## config.mk

```make
export PLATFORM = sky130hd
export DESIGN_NAME = bmpwm_gen
export DESIGN_NICKNAME = d
export VERILOG_FILES = /design/src/rtl/bmpwm_pkg.sv /design/src/rtl/bmpwm_timebase.sv /design/src/rtl/bmpwm_shadow.sv /design/src/rtl/bmpwm_stretch.sv /design/src/rtl/bmpwm_outstage.sv /design/src/rtl/bmpwm_gen.sv
export SDC_FILE = /design/constraint.sdc
export NUM_CORES = 1
export LEC_CHECK = 0
export ABC_CLOCK_PERIOD_IN_PS = 3500
export BUFFER_PORTS_ARGS = -buffer_cell sky130_fd_sc_hd__buf_2
export CAP_MARGIN = 20
export CORE_MARGIN = 2
export CORE_UTILIZATION = 56
export DETAILED_ROUTE_END_ITERATION = 12
export PLACE_DENSITY_LB_ADDON = 0.1
export RECOVER_POWER = 25
export SLEW_MARGIN = 0
export SYNTH_ARGS = -nofsm -noshare
export SYNTH_HDL_FRONTEND = slang
export SYNTH_SLANG_ARGS = --single-unit
```

## constraint.sdc

```tcl
create_clock -name clk -period 3.5 [get_ports clk]
set_input_delay 0.35 -clock clk [delete_from_list [all_inputs] [get_ports clk]]
set_output_delay 0.35 -clock clk [all_outputs]
set_load 0.005 [all_outputs]
```

## src/rtl/bmpwm_pkg.sv

```systemverilog
package bmpwm_pkg;

    // Default geometry: 64-clock carrier, 1024 carriers per frame.
    localparam int unsigned DEF_CW = 6;
    localparam int unsigned DEF_FW = 10;

    // Run state of the time base.
    typedef enum logic {
        ST_IDLE = 1'b0,
        ST_RUN  = 1'b1
    } run_state_t;

    // Position of the time base inside a frame.
    typedef struct packed {
        logic last_sub;   // final clock of a carrier period
        logic last_idx;   // final carrier period of a frame
    } frame_pos_t;

endpackage

```

## src/rtl/bmpwm_timebase.sv

```systemverilog
module bmpwm_timebase
    import bmpwm_pkg::*;
#(
    parameter int unsigned CW = DEF_CW,
    parameter int unsigned FW = DEF_FW
) (
    input  logic          clk,
    input  logic          rst,
    input  logic          en,
    output logic [CW-1:0] sub_cnt,
    output logic [FW-1:0] pulse_idx,
    output logic          frame_last
);

    localparam logic [CW-1:0] SUB_MAX = {CW{1'b1}};
    localparam logic [FW-1:0] IDX_MAX = {FW{1'b1}};
    localparam logic [CW-1:0] SUB_ONE = {{(CW-1){1'b0}}, 1'b1};
    localparam logic [FW-1:0] IDX_ONE = {{(FW-1){1'b0}}, 1'b1};

    run_state_t    state_q;
    logic [CW-1:0] sub_q;
    logic [FW-1:0] idx_q;
    frame_pos_t    pos;

    assign pos.last_sub = (sub_q == SUB_MAX);
    assign pos.last_idx = (idx_q == IDX_MAX);

    always_ff @(posedge clk) begin
        if (rst) begin
            state_q <= ST_IDLE;
            sub_q   <= '0;
            idx_q   <= '0;
        end else if (!en) begin
            state_q <= ST_IDLE;
            sub_q   <= '0;
            idx_q   <= '0;
        end else begin
            state_q <= ST_RUN;
            sub_q   <= sub_q + SUB_ONE;
            if (pos.last_sub) begin
                idx_q <= idx_q + IDX_ONE;
            end
        end
    end

    assign sub_cnt    = sub_q;
    assign pulse_idx  = idx_q;
    assign frame_last = en && pos.last_sub && pos.last_idx;

endmodule

```

## src/rtl/bmpwm_shadow.sv

```systemverilog
module bmpwm_shadow #(
    parameter int unsigned CMPW = 16
) (
    input  logic            clk,
    input  logic            rst,
    input  logic            en,
    input  logic            frame_last,
    input  logic [CMPW-1:0] word_in,
    output logic [CMPW-1:0] word_act
);

    logic [CMPW-1:0] act_q;

    // Follows the input while idle; otherwise reloads on the last clock of a frame.
    always_ff @(posedge clk) begin
        if (rst) begin
            act_q <= '0;
        end else if (!en || frame_last) begin
            act_q <= word_in;
        end
    end

    assign word_act = act_q;

endmodule

```

## src/rtl/bmpwm_stretch.sv

```systemverilog
module bmpwm_stretch #(
    parameter int unsigned FW = 10
) (
    input  logic [FW-1:0] pulse_idx,
    input  logic [FW-1:0] fine,
    output logic          stretch
);

    logic [FW-1:0] hit;

    // Fine bit k owns the periods at odd multiples of 2^(FW-1-k):
    // that bit of the index is set and every bit below it is clear.
    for (genvar k = 0; k < FW; k++) begin : g_bit
        localparam int unsigned POS = FW - 1 - k;
        localparam logic [FW-1:0] LOW_MASK = FW'((64'd1 << POS) - 64'd1);
        assign hit[k] = fine[k] && pulse_idx[POS] && ((pulse_idx & LOW_MASK) == '0);
    end

    assign stretch = |hit;

endmodule

```

## src/rtl/bmpwm_outstage.sv

```systemverilog
module bmpwm_outstage #(
    parameter int unsigned CW = 6
) (
    input  logic          clk,
    input  logic          rst,
    input  logic          en,
    input  logic [CW-1:0] sub_cnt,
    input  logic [CW-1:0] coarse,
    input  logic          stretch,
    output logic          pin
);

    logic [CW:0] width;
    logic        pin_q;

    assign width = {1'b0, coarse} + {{CW{1'b0}}, stretch};

    always_ff @(posedge clk) begin
        if (rst) begin
            pin_q <= 1'b0;
        end else begin
            pin_q <= en && ({1'b0, sub_cnt} < width);
        end
    end

    assign pin = pin_q;

endmodule

```

## src/rtl/bmpwm_gen.sv

```systemverilog
module bmpwm_gen
    import bmpwm_pkg::*;
#(
    parameter int unsigned CW = DEF_CW,
    parameter int unsigned FW = DEF_FW
) (
    input  logic             clk,
    input  logic             rst,
    input  logic             en,
    input  logic [CW+FW-1:0] cmp_word,
    output logic             pwm_out
);

    localparam int unsigned CMPW = CW + FW;

    logic [CW-1:0]   sub_cnt;
    logic [FW-1:0]   pulse_idx;
    logic            frame_last;
    logic [CMPW-1:0] act_word;
    logic [CW-1:0]   coarse;
    logic [FW-1:0]   fine;
    logic            stretch;

    bmpwm_timebase #(.CW(CW), .FW(FW)) u_tb (
        .clk       (clk),
        .rst       (rst),
        .en        (en),
        .sub_cnt   (sub_cnt),
        .pulse_idx (pulse_idx),
        .frame_last(frame_last)
    );

    bmpwm_shadow #(.CMPW(CMPW)) u_shadow (
        .clk       (clk),
        .rst       (rst),
        .en        (en),
        .frame_last(frame_last),
        .word_in   (cmp_word),
        .word_act  (act_word)
    );

    assign coarse = act_word[CMPW-1:FW];
    assign fine   = act_word[FW-1:0];

    bmpwm_stretch #(.FW(FW)) u_stretch (
        .pulse_idx(pulse_idx),
        .fine     (fine),
        .stretch  (stretch)
    );

    bmpwm_outstage #(.CW(CW)) u_out (
        .clk    (clk),
        .rst    (rst),
        .en     (en),
        .sub_cnt(sub_cnt),
        .coarse (coarse),
        .stretch(stretch),
        .pin    (pwm_out)
    );

endmodule

```

---- Yosys cells after proc, flatten, opt, wreduce, memory -nomap -nowiden ----
Index checks and enable logic that the tools add are counted.
operators by class
  add/subtract/negate cells ............... 3
  $lt $le $gt $ge ......................... 1
  equality and inequality tests ........... 2
  bitwise operators ....................... 1
  reductions and logical operators ........ 35
operators by type and width
  cell                   count
  $logic_not 10->1       9
  $logic_and 1x1->1      22
  $add 10x1->10 const B  1
  $eq 10x10->1 const B   1
  $reduce_or 10->1       1
  $add 6x1->7            1
  $lt 6x7->1             1
  $add 6x1->6 const B    1
  $eq 6x6->1 const B     1
  $reduce_or 2->1        1
  $logic_not 1->1        1
  $logic_or 1x1->1       1
  $not 1->1              1
storage, ports and cells
  register bits after elaboration ......... 33
  word-level logic and storage cells ...... 46

---- Logic depth before layout (Yosys ltp) ----
  word-level depth ........................ 6
  mapped depth ............................ 14

---- By module ----
A second synthesis with hierarchy kept.
second synthesis, totals
  cell total of the unflattened synthesis .. 203
  area total of the unflattened synthesis .. 1891.8 um^2
by module, submodules not included
  module          times used  cells an instance  area an instance (um^2)  sequential area each (um^2)
  bmpwm_timebase  1           88                 784.5                    320.3
  bmpwm_shadow    1           71                 768.2                    320.3
  bmpwm_outstage  1           27                 225.2                    20.0
  bmpwm_stretch   1           17                 113.9                    0.0

---- Worst setup path before layout ----
No wires, ideal clock.
  path kind ............................... reg-to-reg
  from .................................... reg u_tb.idx_q[0], in the netlist u_tb.pulse_idx[0]
  to ...................................... reg u_out.pin_q, in the netlist u_out.pin
  setup time .............................. 0.074 ns
  arrival ................................. 2.585 ns
  data required time ...................... 3.426 ns
  setup slack ............................. 0.841 ns
  cell stages (with the launch flop) ...... 15
  path buffers ............................ 1
  cell sequence ........................... dfxtp_1 > clkbuf_1 > inv_1 > ha_1 > nand2b_1 > nor4_1 > a221o_1 > ha_1 > ha_1 > xnor2_1 > ha_1 > a21o_1 > a31oi_1 > o21ai_0 > a31oi_1
between the ends
  cells in the longest elaborated chain, start to end .. 6
RTL lines
  element                 line                  source
  from (decl)             bmpwm_timebase.sv:22  logic [FW-1:0] idx_q;
  from (signal assigned)  bmpwm_timebase.sv:41  idx_q <= idx_q + IDX_ONE;
  $logic_not 10->1        bmpwm_stretch.sv:16   assign hit[k] = fine[k] && pulse_idx[POS] && ((pulse_idx & LOW_MASK) == '0);
  $logic_and 1x1->1       bmpwm_stretch.sv:16
  $reduce_or 10->1 (*)    bmpwm_stretch.sv:19   assign stretch = |hit;
  $add 6x1->7 (*)         bmpwm_outstage.sv:16  assign width = {1'b0, coarse} + {{CW{1'b0}}, stretch};
  $lt 6x7->1 (*)          bmpwm_outstage.sv:22  pin_q <= en && ({1'b0, sub_cnt} < width);
  $logic_and 1x1->1 (*)   bmpwm_outstage.sv:22
  to (signal assigned)    bmpwm_outstage.sv:22
  to (decl)               bmpwm_outstage.sv:14  logic pin_q;
Every way passes the cells marked *; elsewhere a longest branch is shown, timed or not.
A chain may end at the register's enable or synchronous reset.

---- Final worst setup path ----
Ends and elaborated chain as after synthesis.

==> results by group <==
Run status
  – Outcome: finished, final reports clean

Logic synthesis
  – Post-Syn Nets: 229
  – Number of synthesized register bits: 33
  – Mapped Cells: 200
  – Mapped Area: 1799 µm²
  – EDFF count, synth: 0
  – Ys Warns: 0
  – Yosys cell types: 31
  – Syn Area/Cell: 8.996 µm²
  – Fraction of registers with async set/reset: 0%
  – Predominant post-synthesis flop cell: dfxtp_1
  – Sequential share of the synthesized area: 36.72%

GRT
  – Global-route wire length before repair: 5713 µm
  – GR Util All Layers: 21.71%
  – Initial antenna violation count: 0
  – Global route overflow: 0
  – Vias in the first global route: 1301
  – Pin count of the biggest net entering global routing: 34

Clock tree
  – Clock root buffer: clkbuf_4
  – Post-CTS sizing: 0
  – Htree depth: 2
  – Setup repair bufs after CTS: 0
  – Clock sink count: 33
  – TritonCTS clock tree: built
  – Worst-path clk slew: 0.09 ns
  – Skew-Pair Late Insertion Delay: 0.34 ns
  – Hold buffers post-CTS: 0
  – Max clock buf depth: 2
  – Cts bufs inserted: 5

Detailed routing
  – Antenna Nets Post-Route: 0
  – Initial DRC count: 54
  – DR vias: 1375
  – DR pass1 iterations: 4
  – Residual DRC: 0
  – DR WL/cell: 13.16 µm
  – Drt via density: 5.268
  – Final wirelength: 3436 µm

STA
  – Slew @ Worst Pin: 0.8878 ns
  – Final setup fails: 0
  – Clk_skew: 0.003998 ns
  – Final-report hold violation count: 0
  – RSZ-0062 raised after global routing: no
  – Fin. max-slew vios: 0
  – Slew margin rel.: 40.81%
  – Highest clock rate: 0.3572 GHz
  – Fin crit period: 2.800 ns
  – Setup TNS: 0 ns
  – Final worst-path cycle share: 80.00%

Flow run
  – Maxcap violations: 0

Critical path
  – Worst Setup Path Type: reg -> reg
  – Cell mode on critical path: ha_1
  – Crit path max-delay cell type: dfxtp_1
  – Crit path arrival time: 3.08 ns
  – Critical Path RT: 3.78 ns
  – Startpoint Class: flip-flop
  – Reg2Reg Launch Point: u_tb.pulse_idx[0]$_SDFFE_PP0N_
  – R2r endpoint: u_out.pin$_SDFF_PP0_
  – Worst-path fanout max: 9
  – Worst Reg-to-Reg Cells: 13
  – R2r setup slk: 0.70 ns
  – CP startpoint: u_tb.pulse_idx[0]$_SDFFE_PP0N_
  – CP Capture Type: flip-flop
  – Crit path to: u_out.pin$_SDFF_PP0_
  – Cells along the critical path: inv_1 > ha_1 > nand2b_1 > nor4_1 > a221o_1 > ha_1 > ha_1 > xnor2_1 > ha_1 > a21o_1 > a31oi_1 > o21ai_0 > a31oi_1
  – Biggest cell delay along the critical path: 0.50 ns

Floorplanning
  – Die Y: 60.68 µm
  – I/O pin count: 20
  – Row Count: 20
  – Die ar.: 3682 µm²
  – Core Area: 3053 µm²
  – Die Width: 60.68 µm
  – Starting Density: 58.93%

Power
  – PD cells: 346.9 nW/µm²
  – Total chip power: 675.0 µW
  – Lkg Pwr: 0.0007687 µW
  – Peak VDD IR: 0.2634 mV

Final layout
  – Antenna diodes: 0
  – Final Non-Filler Cells: 261
  – Share of post-route cells with drive strength above 1: 13.36%
  – Fin nets: 246
  – Synth-to-layout area growth: 8.136%

Placed design
  – IO Port Bufs: 19
  – Dpl cells: 254
  – Post-DP HPWL: 2517 µm
  – GP Congestion: 0.8323

Min path
  – Hold Crit Class: in -> reg
[routing by layer]
layer	vias to the layer above	global-route usage, %	part of all wire, %
met5	-	0	0
met2	21	35.94	48
met3	10	4.478	2.6
met1	637	25.96	46
li1	707	-	-
met4	0	12.73	3.0
[sequential cells by signal, indices dropped and copies added, names as in the netlist]
name	flops
u_shadow.word_act	16
u_tb.sub_cnt	6
u_tb.pulse_idx	10
u_out.pin	1
[cell type report]
type                            count  area, µm²
Inverter                            7      26.28
Timing Repair Buffer               20      100.1
Sequential cell                    33      660.6
Fill cell                         287       1107
Clock buffer                        7      55.05
Tap cell                           44      55.05
Multi-Input combinational cell    150       1049
[critical path, delay by kind of cell (launching register included)]
kind / cells / cell delay (ns)
adder cells (fa/ha/maj): 4 / 0.95
AND/OR/NAND/NOR: 2 / 0.12
XOR/XNOR: 1 / 0.14
buffers and inverters: 1 / 0.08
AO/OA/AOI/OAI: 5 / 0.94
flip-flops: 1 / 0.50
[power by group]
part | switching (µW) | internal [µW]
Combinational | 26.8 | 31.5
Clock | 123 | 94.6
Sequential | 10.3 | 389
[cell families (layout without fill, tap and decap cells)]
family,count (synthesis),in the layout,synth area share (%)
buf+inv,17,34,5.007
simple gates,89,89,27.75
fa+ha+maj,10,10,6.954
flops,33,33,36.72
xor+xnor,17,17,8.275
mux,16,16,8.901
compound gates,18,18,6.398
[per-stage QoR]
stage / hold WS [ns] / setup WS [ns] / utilization [%] / cell area (µm²)
final: 0.2531 / 0.7001 / 63.73 / 1946
after floorplan: 0.4252 / 0.8411 / - / 1799
after global routing: 0.2513 / 0.5240 / 63.73 / 1946
after CTS: 0.2414 / 0.7063 / 63.81 / 1948
after detailed placement: 0.4670 / 0.7252 / 62.01 / 1893
after global placement: 0.4499 / 0.8772 / 62.01 / 1893
[worst min-delay path by stage]
stage                                       from                                 end  slack [ns]  cells past startpoint
6_report                            cmp_word[15]  u_shadow.word_act[15]$_SDFFE_PP0P_        0.25                      3
5_1_grt                             cmp_word[15]  u_shadow.word_act[15]$_SDFFE_PP0P_        0.25                      3
4_1_cts                             cmp_word[15]  u_shadow.word_act[15]$_SDFFE_PP0P_        0.24                      3
3_5_place_dp   u_shadow.word_act[7]$_SDFFE_PP0P_   u_shadow.word_act[7]$_SDFFE_PP0P_        0.47                      2
3_3_place_gp          u_tb.sub_cnt[0]$_SDFF_PP0_          u_tb.sub_cnt[0]$_SDFF_PP0_        0.45                      1
2_1_floorplan         u_tb.sub_cnt[0]$_SDFF_PP0_          u_tb.sub_cnt[0]$_SDFF_PP0_        0.43                      1
[synthesized netlist by cell type (2+ instances only)]
| library cell | instances | area share [%] |
|---|---|---|
| nand4_1 | 3 | 1.0 |
| a21oi_1 | 4 | 1.1 |
| nor4_1 | 3 | 1.0 |
| mux2i_1 | 16 | 8.9 |
| nand3_1 | 8 | 2.2 |
| xor2_1 | 5 | 2.4 |
| o21ai_0 | 6 | 1.7 |
| nand2_1 | 10 | 2.1 |
| dfxtp_1 | 33 | 37 |
| a31oi_1 | 2 | 0.70 |
| clkbuf_1 | 6 | 1.3 |
| xnor2_1 | 12 | 5.8 |
| nor3_1 | 5 | 1.4 |
| inv_1 | 7 | 1.5 |
| nand2b_1 | 35 | 12 |
| a21o_1 | 2 | 0.83 |
| buf_2 | 2 | 0.56 |
| ha_1 | 10 | 7.0 |
| nor2_1 | 19 | 4.0 |
[cells in the final DEF, fill, tap and decap left out, types with 5 or more instances in the layout]
cell and count:
nand2b_1 35, dfxtp_1 33, nor2_1 19, buf_2 17, mux2i_1 16, xnor2_1 12, nand2_1 10, ha_1 10
nand3_1 8, inv_1 7, o21ai_0 6, xor2_1 5, nor3_1 5, clkbuf_4 5
No activity file was read; power rests on OpenSTA's default activity.
